### src/rtl/muxbus_pkg.sv
package muxbus_pkg;

  localparam int DATA_W = 16;

  typedef enum logic [3:0] {
    ST_IDLE, ST_ALE, ST_ADR, ST_STB, ST_WAIT, ST_HOLD, ST_INT, ST_REL, ST_RET
  } bus_st_t;

  // base/mask window match: mask bit 1 = don't care
  function automatic logic win_hit(input logic [31:0] a, input logic [31:0] base,
                                   input logic [31:0] mask);
    return ((a ^ base) & ~mask) == 32'd0;
  endfunction

  function automatic logic in_span(input logic [31:0] a, input logic [31:0] lo,
                                   input logic [31:0] hi);
    return (a >= lo) && (a <= hi);
  endfunction

endpackage

### src/rtl/muxbus_csdec.sv
module muxbus_csdec import muxbus_pkg::*; #(
  parameter int ADDR_W = 24,
  parameter int N_CS   = 4
) (
  input  logic [ADDR_W-1:0]      addr,
  input  logic [N_CS*ADDR_W-1:0] cs_base,
  input  logic [N_CS*ADDR_W-1:0] cs_mask,
  input  logic [N_CS-1:0]        cs_wait_en,
  output logic [N_CS-1:0]        sel,
  output logic                   sel_wait
);

  logic [N_CS-1:0] raw_hit;

  generate
    for (genvar g = 0; g < N_CS; g++) begin : g_win
      assign raw_hit[g] = win_hit(32'(addr), 32'(cs_base[g*ADDR_W +: ADDR_W]),
                                  32'(cs_mask[g*ADDR_W +: ADDR_W]));
    end
  endgenerate

  // walk from highest to lowest so the lowest index is left standing
  always_comb begin
    sel      = '0;
    sel_wait = 1'b0;
    for (int i = N_CS - 1; i >= 0; i--) begin
      if (raw_hit[i]) begin
        sel      = '0;
        sel[i]   = 1'b1;
        sel_wait = cs_wait_en[i];
      end
    end
  end

endmodule

### src/rtl/muxbus_seq.sv
module muxbus_seq import muxbus_pkg::*; #(
  parameter int              ADDR_W = 24,
  parameter int              N_CS   = 4,
  parameter int              RD_PH  = 4,
  parameter int              WR_PH  = 3,
  parameter logic [ADDR_W-1:0] IO_LO  = 'h000000,
  parameter logic [ADDR_W-1:0] IO_HI  = 'h000FFF,
  parameter logic [ADDR_W-1:0] RAM_LO = 'h001000,
  parameter logic [ADDR_W-1:0] RAM_HI = 'h004FFF,
  parameter logic [ADDR_W-1:0] ROM_LO = 'hFC0000,
  parameter logic [ADDR_W-1:0] ROM_HI = 'hFFFFFF
) (
  input  logic              clk,
  input  logic              rst_n,
  input  logic              req_valid,
  input  logic [ADDR_W-1:0] req_addr,
  input  logic              req_write,
  input  logic [1:0]        req_be,
  input  logic [DATA_W-1:0] req_wdata,
  input  logic [N_CS-1:0]   sel,
  input  logic              sel_wait,
  input  logic              wait_n,
  input  logic              busrq_n,
  input  logic [DATA_W-1:0] ad_i,
  output bus_st_t           st,
  output logic [ADDR_W-1:0] lat_addr,
  output logic              lat_write,
  output logic [1:0]        lat_be,
  output logic [DATA_W-1:0] lat_wdata,
  output logic [N_CS-1:0]   lat_cs,
  output logic              req_ready,
  output logic              rsp_valid,
  output logic [DATA_W-1:0] rsp_rdata,
  output logic              busak_n,
  output logic              accept,
  output logic              int_hit
);

  localparam int MAX_PH = (RD_PH > WR_PH) ? RD_PH : WR_PH;
  localparam int CNT_W  = (MAX_PH > 2) ? $clog2(MAX_PH) : 1;

  logic [CNT_W-1:0] cnt;
  logic [CNT_W-1:0] last_ph;
  logic             lat_wen;
  logic             rel_go;

  assign int_hit = in_span(32'(req_addr), 32'(IO_LO), 32'(IO_HI)) ||
                   in_span(32'(req_addr), 32'(RAM_LO), 32'(RAM_HI)) ||
                   in_span(32'(req_addr), 32'(ROM_LO), 32'(ROM_HI));
  assign rel_go    = !busrq_n && wait_n;
  assign req_ready = (st == ST_IDLE) && !rel_go;
  assign accept    = req_valid && req_ready;
  assign rsp_valid = (st == ST_HOLD) || (st == ST_INT);
  assign busak_n   = (st != ST_REL);
  assign last_ph   = lat_write ? CNT_W'(WR_PH - 1) : CNT_W'(RD_PH - 1);

  always_ff @(posedge clk or negedge rst_n) begin
    if (!rst_n) begin
      st        <= ST_IDLE;
      cnt       <= '0;
      lat_addr  <= '0;
      lat_write <= 1'b0;
      lat_be    <= '0;
      lat_wdata <= '0;
      lat_cs    <= '0;
      lat_wen   <= 1'b0;
      rsp_rdata <= '0;
    end else begin
      case (st)
        ST_IDLE: begin
          if (rel_go) begin
            st <= ST_REL;
          end else if (req_valid) begin
            lat_addr  <= req_addr;
            lat_write <= req_write;
            lat_be    <= req_be;
            lat_wdata <= req_wdata;
            lat_cs    <= int_hit ? '0 : sel;
            lat_wen   <= !int_hit && sel_wait;
            cnt       <= '0;
            st        <= int_hit ? ST_INT : ST_ALE;
            if (int_hit && !req_write) rsp_rdata <= '0;
          end
        end
        ST_ALE: begin
          if (cnt == CNT_W'(1)) begin
            cnt <= '0;
            st  <= ST_ADR;
          end else begin
            cnt <= cnt + CNT_W'(1);
          end
        end
        ST_ADR: begin
          cnt <= '0;
          st  <= ST_STB;
        end
        ST_STB: begin
          if (cnt == last_ph) begin
            cnt <= '0;
            if (lat_wen) begin
              st <= ST_WAIT;
            end else begin
              st <= ST_HOLD;
              if (!lat_write) rsp_rdata <= ad_i;
            end
          end else begin
            cnt <= cnt + CNT_W'(1);
          end
        end
        ST_WAIT: begin
          if (cnt == CNT_W'(1)) begin
            cnt <= '0;
            if (wait_n) begin
              st <= ST_HOLD;
              if (!lat_write) rsp_rdata <= ad_i;
            end
          end else begin
            cnt <= cnt + CNT_W'(1);
          end
        end
        ST_HOLD: st <= ST_IDLE;
        ST_INT:  st <= ST_IDLE;
        ST_REL:  if (busrq_n) st <= ST_RET;
        ST_RET:  st <= ST_IDLE;
        default: st <= ST_IDLE;
      endcase
    end
  end

endmodule

### src/rtl/muxbus_pins.sv
module muxbus_pins import muxbus_pkg::*; #(
  parameter int ADDR_W = 24,
  parameter int N_CS   = 4
) (
  input  bus_st_t           st,
  input  logic [ADDR_W-1:0] lat_addr,
  input  logic              lat_write,
  input  logic [1:0]        lat_be,
  input  logic [DATA_W-1:0] lat_wdata,
  input  logic [N_CS-1:0]   lat_cs,
  output logic [ADDR_W-1:0] addr_o,
  output logic [DATA_W-1:0] ad_o,
  output logic              ad_oe,
  output logic              ale_o,
  output logic              rd_n,
  output logic              wr_n,
  output logic              hwr_n,
  output logic              rw_o,
  output logic [N_CS-1:0]   cs_n,
  output logic              bus_drive
);

  logic addr_ph;
  logic strobe_ph;
  logic ext_cycle;
  logic released;

  assign addr_ph   = (st == ST_ALE) || (st == ST_ADR);
  assign strobe_ph = (st == ST_STB) || (st == ST_WAIT);
  assign ext_cycle = addr_ph || strobe_ph || (st == ST_HOLD);
  assign released  = (st == ST_REL) || (st == ST_RET);

  assign bus_drive = !released;
  assign addr_o    = lat_addr;
  assign ale_o     = (st == ST_ALE);
  assign ad_o      = addr_ph ? lat_addr[DATA_W-1:0] : lat_wdata;
  assign ad_oe     = !released &&
                     (addr_ph || (lat_write && (strobe_ph || st == ST_HOLD)));
  assign rd_n      = !(strobe_ph && !lat_write);
  assign wr_n      = !(strobe_ph && lat_write && lat_be[0]);
  assign hwr_n     = !(strobe_ph && lat_write && lat_be[1]);
  assign rw_o      = !(ext_cycle && lat_write);
  assign cs_n      = ext_cycle ? ~lat_cs : '1;

endmodule

### src/rtl/muxbus_ctrl.sv
module muxbus_ctrl import muxbus_pkg::*; #(
  parameter int              ADDR_W = 24,
  parameter int              N_CS   = 4,
  parameter int              RD_PH  = 4,
  parameter int              WR_PH  = 3,
  parameter logic [ADDR_W-1:0] IO_LO  = 'h000000,
  parameter logic [ADDR_W-1:0] IO_HI  = 'h000FFF,
  parameter logic [ADDR_W-1:0] RAM_LO = 'h001000,
  parameter logic [ADDR_W-1:0] RAM_HI = 'h004FFF,
  parameter logic [ADDR_W-1:0] ROM_LO = 'hFC0000,
  parameter logic [ADDR_W-1:0] ROM_HI = 'hFFFFFF
) (
  input  logic                   clk,
  input  logic                   rst_n,
  input  logic                   req_valid,
  output logic                   req_ready,
  input  logic [ADDR_W-1:0]      req_addr,
  input  logic                   req_write,
  input  logic [1:0]             req_be,
  input  logic [15:0]            req_wdata,
  output logic                   rsp_valid,
  output logic [15:0]            rsp_rdata,
  input  logic [N_CS*ADDR_W-1:0] cs_base,
  input  logic [N_CS*ADDR_W-1:0] cs_mask,
  input  logic [N_CS-1:0]        cs_wait_en,
  output logic [ADDR_W-1:0]      addr_o,
  output logic [15:0]            ad_o,
  input  logic [15:0]            ad_i,
  output logic                   ad_oe,
  output logic                   ale_o,
  output logic                   rd_n,
  output logic                   wr_n,
  output logic                   hwr_n,
  output logic                   rw_o,
  output logic [N_CS-1:0]        cs_n,
  output logic                   bus_drive,
  input  logic                   wait_n,
  input  logic                   busrq_n,
  output logic                   busak_n
);

  bus_st_t           st;
  logic [N_CS-1:0]   sel;
  logic              sel_wait;
  logic [ADDR_W-1:0] lat_addr;
  logic              lat_write;
  logic [1:0]        lat_be;
  logic [15:0]       lat_wdata;
  logic [N_CS-1:0]   lat_cs;
  logic              accept;
  logic              int_hit;
  logic              int_acc;

  // named event for the checker: an internal-range access accepted
  assign int_acc = accept && int_hit;

  muxbus_csdec #(.ADDR_W(ADDR_W), .N_CS(N_CS)) u_dec (
    .addr(req_addr), .cs_base(cs_base), .cs_mask(cs_mask),
    .cs_wait_en(cs_wait_en), .sel(sel), .sel_wait(sel_wait)
  );

  muxbus_seq #(
    .ADDR_W(ADDR_W), .N_CS(N_CS), .RD_PH(RD_PH), .WR_PH(WR_PH),
    .IO_LO(IO_LO), .IO_HI(IO_HI), .RAM_LO(RAM_LO), .RAM_HI(RAM_HI),
    .ROM_LO(ROM_LO), .ROM_HI(ROM_HI)
  ) u_seq (
    .clk(clk), .rst_n(rst_n), .req_valid(req_valid), .req_addr(req_addr),
    .req_write(req_write), .req_be(req_be), .req_wdata(req_wdata),
    .sel(sel), .sel_wait(sel_wait), .wait_n(wait_n), .busrq_n(busrq_n),
    .ad_i(ad_i), .st(st), .lat_addr(lat_addr), .lat_write(lat_write),
    .lat_be(lat_be), .lat_wdata(lat_wdata), .lat_cs(lat_cs),
    .req_ready(req_ready), .rsp_valid(rsp_valid), .rsp_rdata(rsp_rdata),
    .busak_n(busak_n), .accept(accept), .int_hit(int_hit)
  );

  muxbus_pins #(.ADDR_W(ADDR_W), .N_CS(N_CS)) u_pins (
    .st(st), .lat_addr(lat_addr), .lat_write(lat_write), .lat_be(lat_be),
    .lat_wdata(lat_wdata), .lat_cs(lat_cs), .addr_o(addr_o), .ad_o(ad_o),
    .ad_oe(ad_oe), .ale_o(ale_o), .rd_n(rd_n), .wr_n(wr_n), .hwr_n(hwr_n),
    .rw_o(rw_o), .cs_n(cs_n), .bus_drive(bus_drive)
  );

endmodule

### config.mk
export PLATFORM = sky130hd
export DESIGN_NAME = muxbus_ctrl
export DESIGN_NICKNAME = d
export VERILOG_FILES = /design/src/rtl/muxbus_pkg.sv /design/src/rtl/muxbus_csdec.sv /design/src/rtl/muxbus_seq.sv /design/src/rtl/muxbus_pins.sv /design/src/rtl/muxbus_ctrl.sv
export SDC_FILE = /design/constraint.sdc
export NUM_CORES = 1
export LEC_CHECK = 0
export BUFFER_PORTS_ARGS = -buffer_cell sky130_fd_sc_hd__buf_2
export CAP_MARGIN = 20
export CELL_PAD_IN_SITES_DETAIL_PLACEMENT = 0
export CELL_PAD_IN_SITES_GLOBAL_PLACEMENT = 1
export CORE_ASPECT_RATIO = 0.8
export CORE_MARGIN = 3
export CORE_UTILIZATION = 33
export DETAILED_ROUTE_END_ITERATION = 16
export HOLD_SLACK_MARGIN = 0.03
export PLACE_DENSITY_LB_ADDON = 0.15
export SLEW_MARGIN = 20
export SYNTH_ARGS = -nofsm -noshare
export SYNTH_HDL_FRONTEND = slang
export SYNTH_HIERARCHICAL = 1
export SYNTH_SLANG_ARGS = --single-unit
### constraint.sdc
create_clock -name clk -period 3.4 [get_ports clk]
set_input_delay 0 -clock clk [delete_from_list [all_inputs] [get_ports clk]]
set_output_delay 0 -clock clk [all_outputs]
set_load 0.01 [all_outputs]
==> results of run 1 <==
per-layer routing:
metal,vias to the layer above,global-route usage [%],wire (µm)
met3,34,6.669,1564
met5,-,0,0
met1,2552,31.38,9301
met4,0,6.110,412
li1,2606,-,-
met2,213,38.96,10090
state kept, by name, indices dropped and copies added, names as in the netlist:
signal,cells
u_seq/cnt,2
u_seq/lat_addr,24
u_seq/lat_be,2
u_seq/lat_cs,4
u_seq/lat_wdata,16
u_seq/lat_wen,1
u_seq/lat_write,1
u_seq/rsp_rdata,16
u_seq/st,4
power groups by stage:
stage / clock [W] / combinational [W] / sequential [W]
2_1_floorplan: 0 / 0.00200 / 0.00144
4_1_cts: 0.000956 / 0.00267 / 0.00153
3_3_place_gp: 0 / 0.00256 / 0.00153
5_1_grt: 0.000990 / 0.00290 / 0.00159
3_5_place_dp: 0 / 0.00262 / 0.00153
6_report: 0.000930 / 0.00266 / 0.00153
layout make-up:
class / instances / area, µm² / area share, %
multi-input cells: 432 / 2915 / 38.97
repair buffers: 388 / 2232 / 29.84
flip-flops and latches: 70 / 1752 / 23.42
well taps: 210 / 262.8 / 3.512
clock buffers: 13 / 260.3 / 3.479
clock inverters: 1 / 30.03 / 0.4014
inverters: 7 / 26.28 / 0.3512
diodes: 1 / 2.502 / 0.03345
per-stage QoR:
stage / cell area, µm² / cells / total power (W) / setup WS, ps / hold WS, ps
floorplan: 5228 / 579 / 0.003439 / 1408 / -295.6
global placement: 6625 / 1051 / 0.004093 / 736.6 / 180.9
detailed placement: 6625 / 1051 / 0.004144 / 650.5 / 191.6
CTS: 7476 / 1121 / 0.005150 / 635.0 / 34.48
global route: 7481 / 1122 / 0.005473 / 558.1 / 44.64
finish: 7481 / 1122 / 0.005115 / 747.4 / 49.05
worst min-delay path, stage by stage:
cell and delay, ps:
buf_2 190, nand2_1 90, nand2_1 50
cell usage after synthesis (all sizes together), types with 3 or more instances:
library cell | count | share of area, %
nor4 | 15 | 2.5
or3 | 3 | 0.38
a21oi | 5 | 0.48
nand2b | 4 | 0.48
dfrtp | 70 | 34
xnor2 | 100 | 18
inv | 7 | 0.50
clkbuf | 14 | 1.2
nand2 | 151 | 11
a22o | 16 | 2.7
and3 | 4 | 0.53
o22ai | 49 | 5.9
o21ai | 12 | 1.2
mux2 | 16 | 4.2
buf | 56 | 9.1
nor2 | 8 | 0.57
nor3 | 7 | 0.77
nand3 | 7 | 0.67
cells by family (layout without fill, tap and decap cells):
group                    count (synthesis)  count (layout)  synth area share (%)
AND/OR/NAND/NOR                        211             211                 18.74
AO/OA/AOI/OAI                          103             103                 14.05
XOR/XNOR                               100             100                 18.19
buffers and inverters                   77             409                 10.87
flip-flops                              70              70                 33.51
multiplexers                            16              16                 4.165
adder cells (fa/ha/maj)                  2               2                0.4786
other                                    0               1                     0
worst paths after layout:
kind,slack (ps),to,from
max,750,ad_o[3],u_seq/st[1]
min,50,u_seq/lat_addr[23],req_addr[23]
max reg2reg,870,u_seq/rsp_rdata[12],u_seq/st[1]
min reg2reg,470,u_seq/lat_addr[23],u_seq/lat_addr[23]
max in group asynchronous,2440,u_seq/rsp_rdata[0],rst_n
min in group asynchronous,350,u_seq/lat_wdata[11],rst_n
==> flow_summary.toml, run 1 <==
[status]
status = "completed"

[timing]
setup_tns_ps = 0
min_period_over_period_pct = 78.02
skew_ps = 3.719
post-route-min-period_ps = 2653
fmax_ghz = 0.3770
max_slew_margin_pct = 34.66
worst_pin_slew_ps = 980.2
slew_violations = 0
hold_viol = 0
setup_viol = 0
rsz0062_at_grt = "false"

[placement]
io_buffers = 329
place_hpwl_mm = 17.19
gp_congestion = 0.8955

[logic_synthesis]
avgSynthCellArea_um2 = 9.029
seq_area_frac_synth_pct = 33.51
synth_nets = 841
netlist_area_um2 = 5228
synth_cell_types = 59
async_reset_ff_share_pct = 100.0
ys_warn_count = 6
ys_ff_latch = 70
synth_cells = 579
yosys_most_used_dff = "dfrtp_1"
synth_edf_count = 0

[critical_path]
slowest_delay_ps = 800
reg2regPathDepth = 5
critPathKind = "register to primary output"
crit_cells = 4
cp-end-kind = "primary output"
crit_chain = "xnor2_1, or3_1, mux2_2, buf_2"
crit_buf_inv = 1
critical_path.max_fanout = 24
startpoint_type = "register"
crit_family = "flip-flops"
required_ps = 3400
slowest_stage = "dfrtp_1"
crit_arrival_ps = 2650

[floorplan]
initial_core_util_pct = 34.25
die_area_um2 = 17400
fp-row-count = 40
die_h_um = 118.6
ios = 330
core-area_um2 = 15260
die_w_um = 146.7

[power]
p_leak_nw = 3.747
power_density_nw_per_um2 = 683.7
pwr-share-comb_pct = 51.9
pwr-share-seq_pct = 29.9
internal_power_w = 0.003094
swShare_pct = 39.51
p_sw_w = 0.002021
peakVddDrop_mv = 0.3553
pwr-share-clk_pct = 18.2

[clocking]
clock_latency_ps = 320
hold_buffers = 56
clockBufferDepth = 2
clock_sinks = 70
cts_buffers = 9
h-tree-depth = 3
tritoncts = "done"
post_cts_resized = 0
cts_setup_buffers = 0
cts_root_buffer = "clkbuf_16"
clk_pin_slew_worst_paths_ps = 50

[worst_hold_path]
hold_path.class = "input port to register"
whs_path_depth = 3

[drt]
via_count = 5405
wl_mm = 21.37
routed_via_density = 4.817
drtIter0Drc = 372
postRouteAntennaNets = 0
drc = 0
first_pass_iters = 7
post_drt_wl_per_cell_um = 19.04

[global_route]
grt_pass1_vias = 5687
grt_pass1_wl_mm = 32.19
grt-ovfl-total = 0
track_usage_pct = 23.92
grt_max_degree = 71
antenna_found_initial = 1

[final_layout]
fillCellCount = 1494
syn_to_final_growth_pct = 43.11
utilization_pct = 49.01
final_common_cell = "buf_2"
drive_above_1_share_pct = 43.47
layout.nets = 1170
final_cell_mix = "buf_2, nand2_1, xnor2_1"

[flow_run]
cap_violations = 0
No activity file was read; power rests on OpenSTA's default activity.
==> run 2, diff against run 1 <==
--- a/config.mk
+++ b/config.mk
@@ -5,13 +5,14 @@
 export SDC_FILE = /design/constraint.sdc
 export NUM_CORES = 1
 export LEC_CHECK = 0
+export ABC_AREA = 1
 export BUFFER_PORTS_ARGS = -buffer_cell sky130_fd_sc_hd__buf_2
 export CAP_MARGIN = 20
 export CELL_PAD_IN_SITES_DETAIL_PLACEMENT = 0
 export CELL_PAD_IN_SITES_GLOBAL_PLACEMENT = 1
 export CORE_ASPECT_RATIO = 0.8
 export CORE_MARGIN = 3
-export CORE_UTILIZATION = 33
+export CORE_UTILIZATION = 29
 export DETAILED_ROUTE_END_ITERATION = 16
 export HOLD_SLACK_MARGIN = 0.03
 export PLACE_DENSITY_LB_ADDON = 0.15
==> constraint.sdc (replaced) <==
create_clock -name clk -period 2.55 [get_ports clk]
set_input_delay 0 -clock clk [delete_from_list [all_inputs] [get_ports clk]]
set_output_delay 0 -clock clk [all_outputs]
set_load 0.01 [all_outputs]
==> run 2 against run 1 <==
Combinational power increased by 31%. Sequential power increased by 31%. Clock power increased by 52%. Sequential share of layout area decreased by 2.8 points. Register-to-register slack got worse by 260 ps. Power increased by 35%. Worst setup slack got worse by 140 ps. Synthesized cell count increased by 72%. Core utilization decreased by 6.7 points. Worst hold slack got worse by 7.9 ps. Critical path depth increased by 2. Critical path type is now register to register. Critical endpoint is now u_seq/lat_addr[18]. Largest power group unchanged. Highest routed layer is now met5.
==> flow_summary.toml, run 2 <==
[clocking]
clk_pin_slew_worst_paths_ps = 60
cts_buffers = 9
clockBufferDepth = 2
cts_setup_buffers = 0
tritoncts = "done"
h-tree-depth = 3
cts_root_buffer = "clkbuf_16"
clock_latency_ps = 340
clock_sinks = 70

[logic_synthesis]
seq_area_frac_synth_pct = 29.33
yosys_most_used_dff = "dfrtp_1"
yosysTopAreaCell = "dfrtp_1"
synth_edf_count = 0
synthTopCellsByArea = "dfrtp_1, nand2_1, nor2_1, inv_1, buf_4"
synth_cell_types = 38
synth_nets = 1255
synth_common_cells = "nand2_1, nor2_1, inv_1, dfrtp_1, nand3_1"
synth_cells = 993
netlist_area_um2 = 5972
async_reset_ff_share_pct = 100.0
ys_ff_latch = 70
avgSynthCellArea_um2 = 6.014
synthDominantCellAreaShare_pct = 29.33
ys_warn_count = 6
yosysMostFrequentCell = "nand2_1"

[critical_path]
r2r_start = "u_seq/st[3]"
reg2regPathDepth = 6
critical_path.max_fanout = 52
cp-end-kind = "register"
crit_family = "flip-flops"
crit_chain = "nor2_4, nand2_2, nor3_4, inv_2, nand2_1, o21ai_1"
startpoint_type = "register"
critPathKind = "register to register"
rrSetupSlack_ps = 610
slowest_stage = "dfrtp_1"
slowest_delay_ps = 670
r2r_end = "u_seq/lat_addr[18]"
crit_buf_inv = 1
required_ps = 2810
crit_arrival_ps = 2200

[power]
pwr-share-clk_pct = 20.4
peakVddDrop_mv = 0.4435
power_density_nw_per_um2 = 814.5
p_sw_w = 0.003162
pwr-share-seq_pct = 29.1
swShare_pct = 45.78
p_leak_nw = 5.036
internal_power_w = 0.003745
pwr-share-comb_pct = 50.5

[drt]
highest_layer = "met5"
via_count = 6925
routed_via_density = 4.304
drc = 0
wl_met1_mm = 10.59
wl_met3_mm = 1.808
postRouteAntennaNets = 0
wl_mm = 23.15
met2_wirelength_mm = 10.43
post_drt_wl_per_cell_um = 14.39
drtIter0Drc = 423
first_pass_iters = 4

[final_layout]
layoutNonFillerInstCount = 1609
largest_reg_flops = 24
top_register = "u_seq/lat_addr"
reg.largest.list = "u_seq/lat_addr x24, u_seq/lat_wdata x16, u_seq/rsp_rdata x16"
syn_to_final_growth_pct = 41.99
layout.nets = 1601
utilization_pct = 42.34
final_common_cell = "nand2_1"
final_cell_mix = "nand2_1, buf_2, nor2_1"
drive_above_1_share_pct = 29.54

[flow_run]
cap_violations = 0

[timing]
hold_viol = 0
setup_ws_ps = 611.8
max_slew_margin_pct = 36.86
setup_viol = 0
whs_ps = 41.11
post-route-min-period_ps = 1938
worst_pin_slew_ps = 947.1
fmax_ghz = 0.5160
skew_ps = 9.614
rsz0062_at_grt = "false"
setup_tns_ps = 0
slew_violations = 0
min_period_over_period_pct = 76.01

[global_route]
antenna_found_initial = 4
grt_pass1_vias = 6672
grt-ovfl-total = 0
grt_max_degree = 71
track_usage_pct = 20.19
grt_pass1_wl_mm = 35.85

[worst_hold_path]
whs_path_depth = 3
hp-start = "req_addr[20]"
hold_path.class = "input port to register"
holdPathEnd = "u_seq/lat_addr[20]"

[status]
status = "completed"

[floorplan]
initial_core_util_pct = 29.82
die_area_um2 = 22360
die_h_um = 134.4
core-area_um2 = 20030
ios = 330
fp-row-count = 46
die_w_um = 166.4

[placement]
post-place-ws_ps = 608.6
gp_congestion = 0.8223
placed_cells = 1536
io_buffers = 329
place_hpwl_mm = 18.52
run 2: per-stage QoR:
stage,instance area [µm²],total power (W)
CTS,8477,0.006990
global route,8479,0.007520
finish,8479,0.006907
detailed placement,7586,0.005483
floorplan,5972,0.004366
global placement,7586,0.005449
run 2: cell families after synthesis:
| family | Yosys count | synth area share (%) |
|---|---|---|
| AO/OA/AOI/OAI | 50 | 4.630 |
| adder cells (fa/ha/maj) | 2 | 0.4190 |
| buffers and inverters | 181 | 14.52 |
| XOR/XNOR | 14 | 2.053 |
| AND/OR/NAND/NOR | 676 | 49.05 |
| flip-flops | 70 | 29.33 |
run 2: layout make-up:
cell class	instances	area (µm²)
Timing Repair Buffer	386	2217
Multi-Input combinational cell	742	3359
Clock buffer	9	225.2
Sequential cell	70	1752
Inverter	130	488.0
Tap cell	264	330.3
Clock inverter	7	105.1
Antenna cell	1	2.502
Fill cell	2238	11550
run 2: tightest hold or removal path: cells and delay by family:
kind | cells | cell delay, ps
AO/OA/AOI/OAI | 1 | 70
buffers and inverters | 2 | 270
run 2: how the worst max path moves through the flow:
stage           startpoint             endpoint  slack [ps]  depth (start not counted)
6_report       u_seq/st[3]   u_seq/lat_addr[18]         610                          6
5_1_grt        u_seq/st[3]   u_seq/lat_addr[21]         370                          6
4_1_cts        u_seq/st[3]   u_seq/lat_addr[18]         600                          6
3_5_place_dp   u_seq/st[3]   u_seq/lat_addr[18]         610                          6
3_3_place_gp   u_seq/st[3]   u_seq/lat_addr[18]         650                          6
2_1_floorplan  u_seq/st[3]  u_seq/rsp_rdata[10]         940                          9
run 2: repair_timing:
item                                   CTS  global route
endpoints found under the hold margin  125             0
hold buffers                            56             0
resized for setup                        0             0
run 2: power groups by stage:
stage | sequential, W | combinational (W) | clock [W]
2_1_floorplan | 0.00195 | 0.00241 | 0
3_3_place_gp | 0.00204 | 0.00341 | 0
3_5_place_dp | 0.00203 | 0.00346 | 0
4_1_cts | 0.00201 | 0.00353 | 0.00145
5_1_grt | 0.00209 | 0.00393 | 0.00150
6_report | 0.00201 | 0.00349 | 0.00141
run 2: routing by layer:
metal / GRT usage (%) / vias to the layer above
met5: 0 / -
met4: 4.489 / 6
met3: 5.421 / 27
met2: 32.59 / 235
met1: 27.27 / 2960
li1: - / 3697
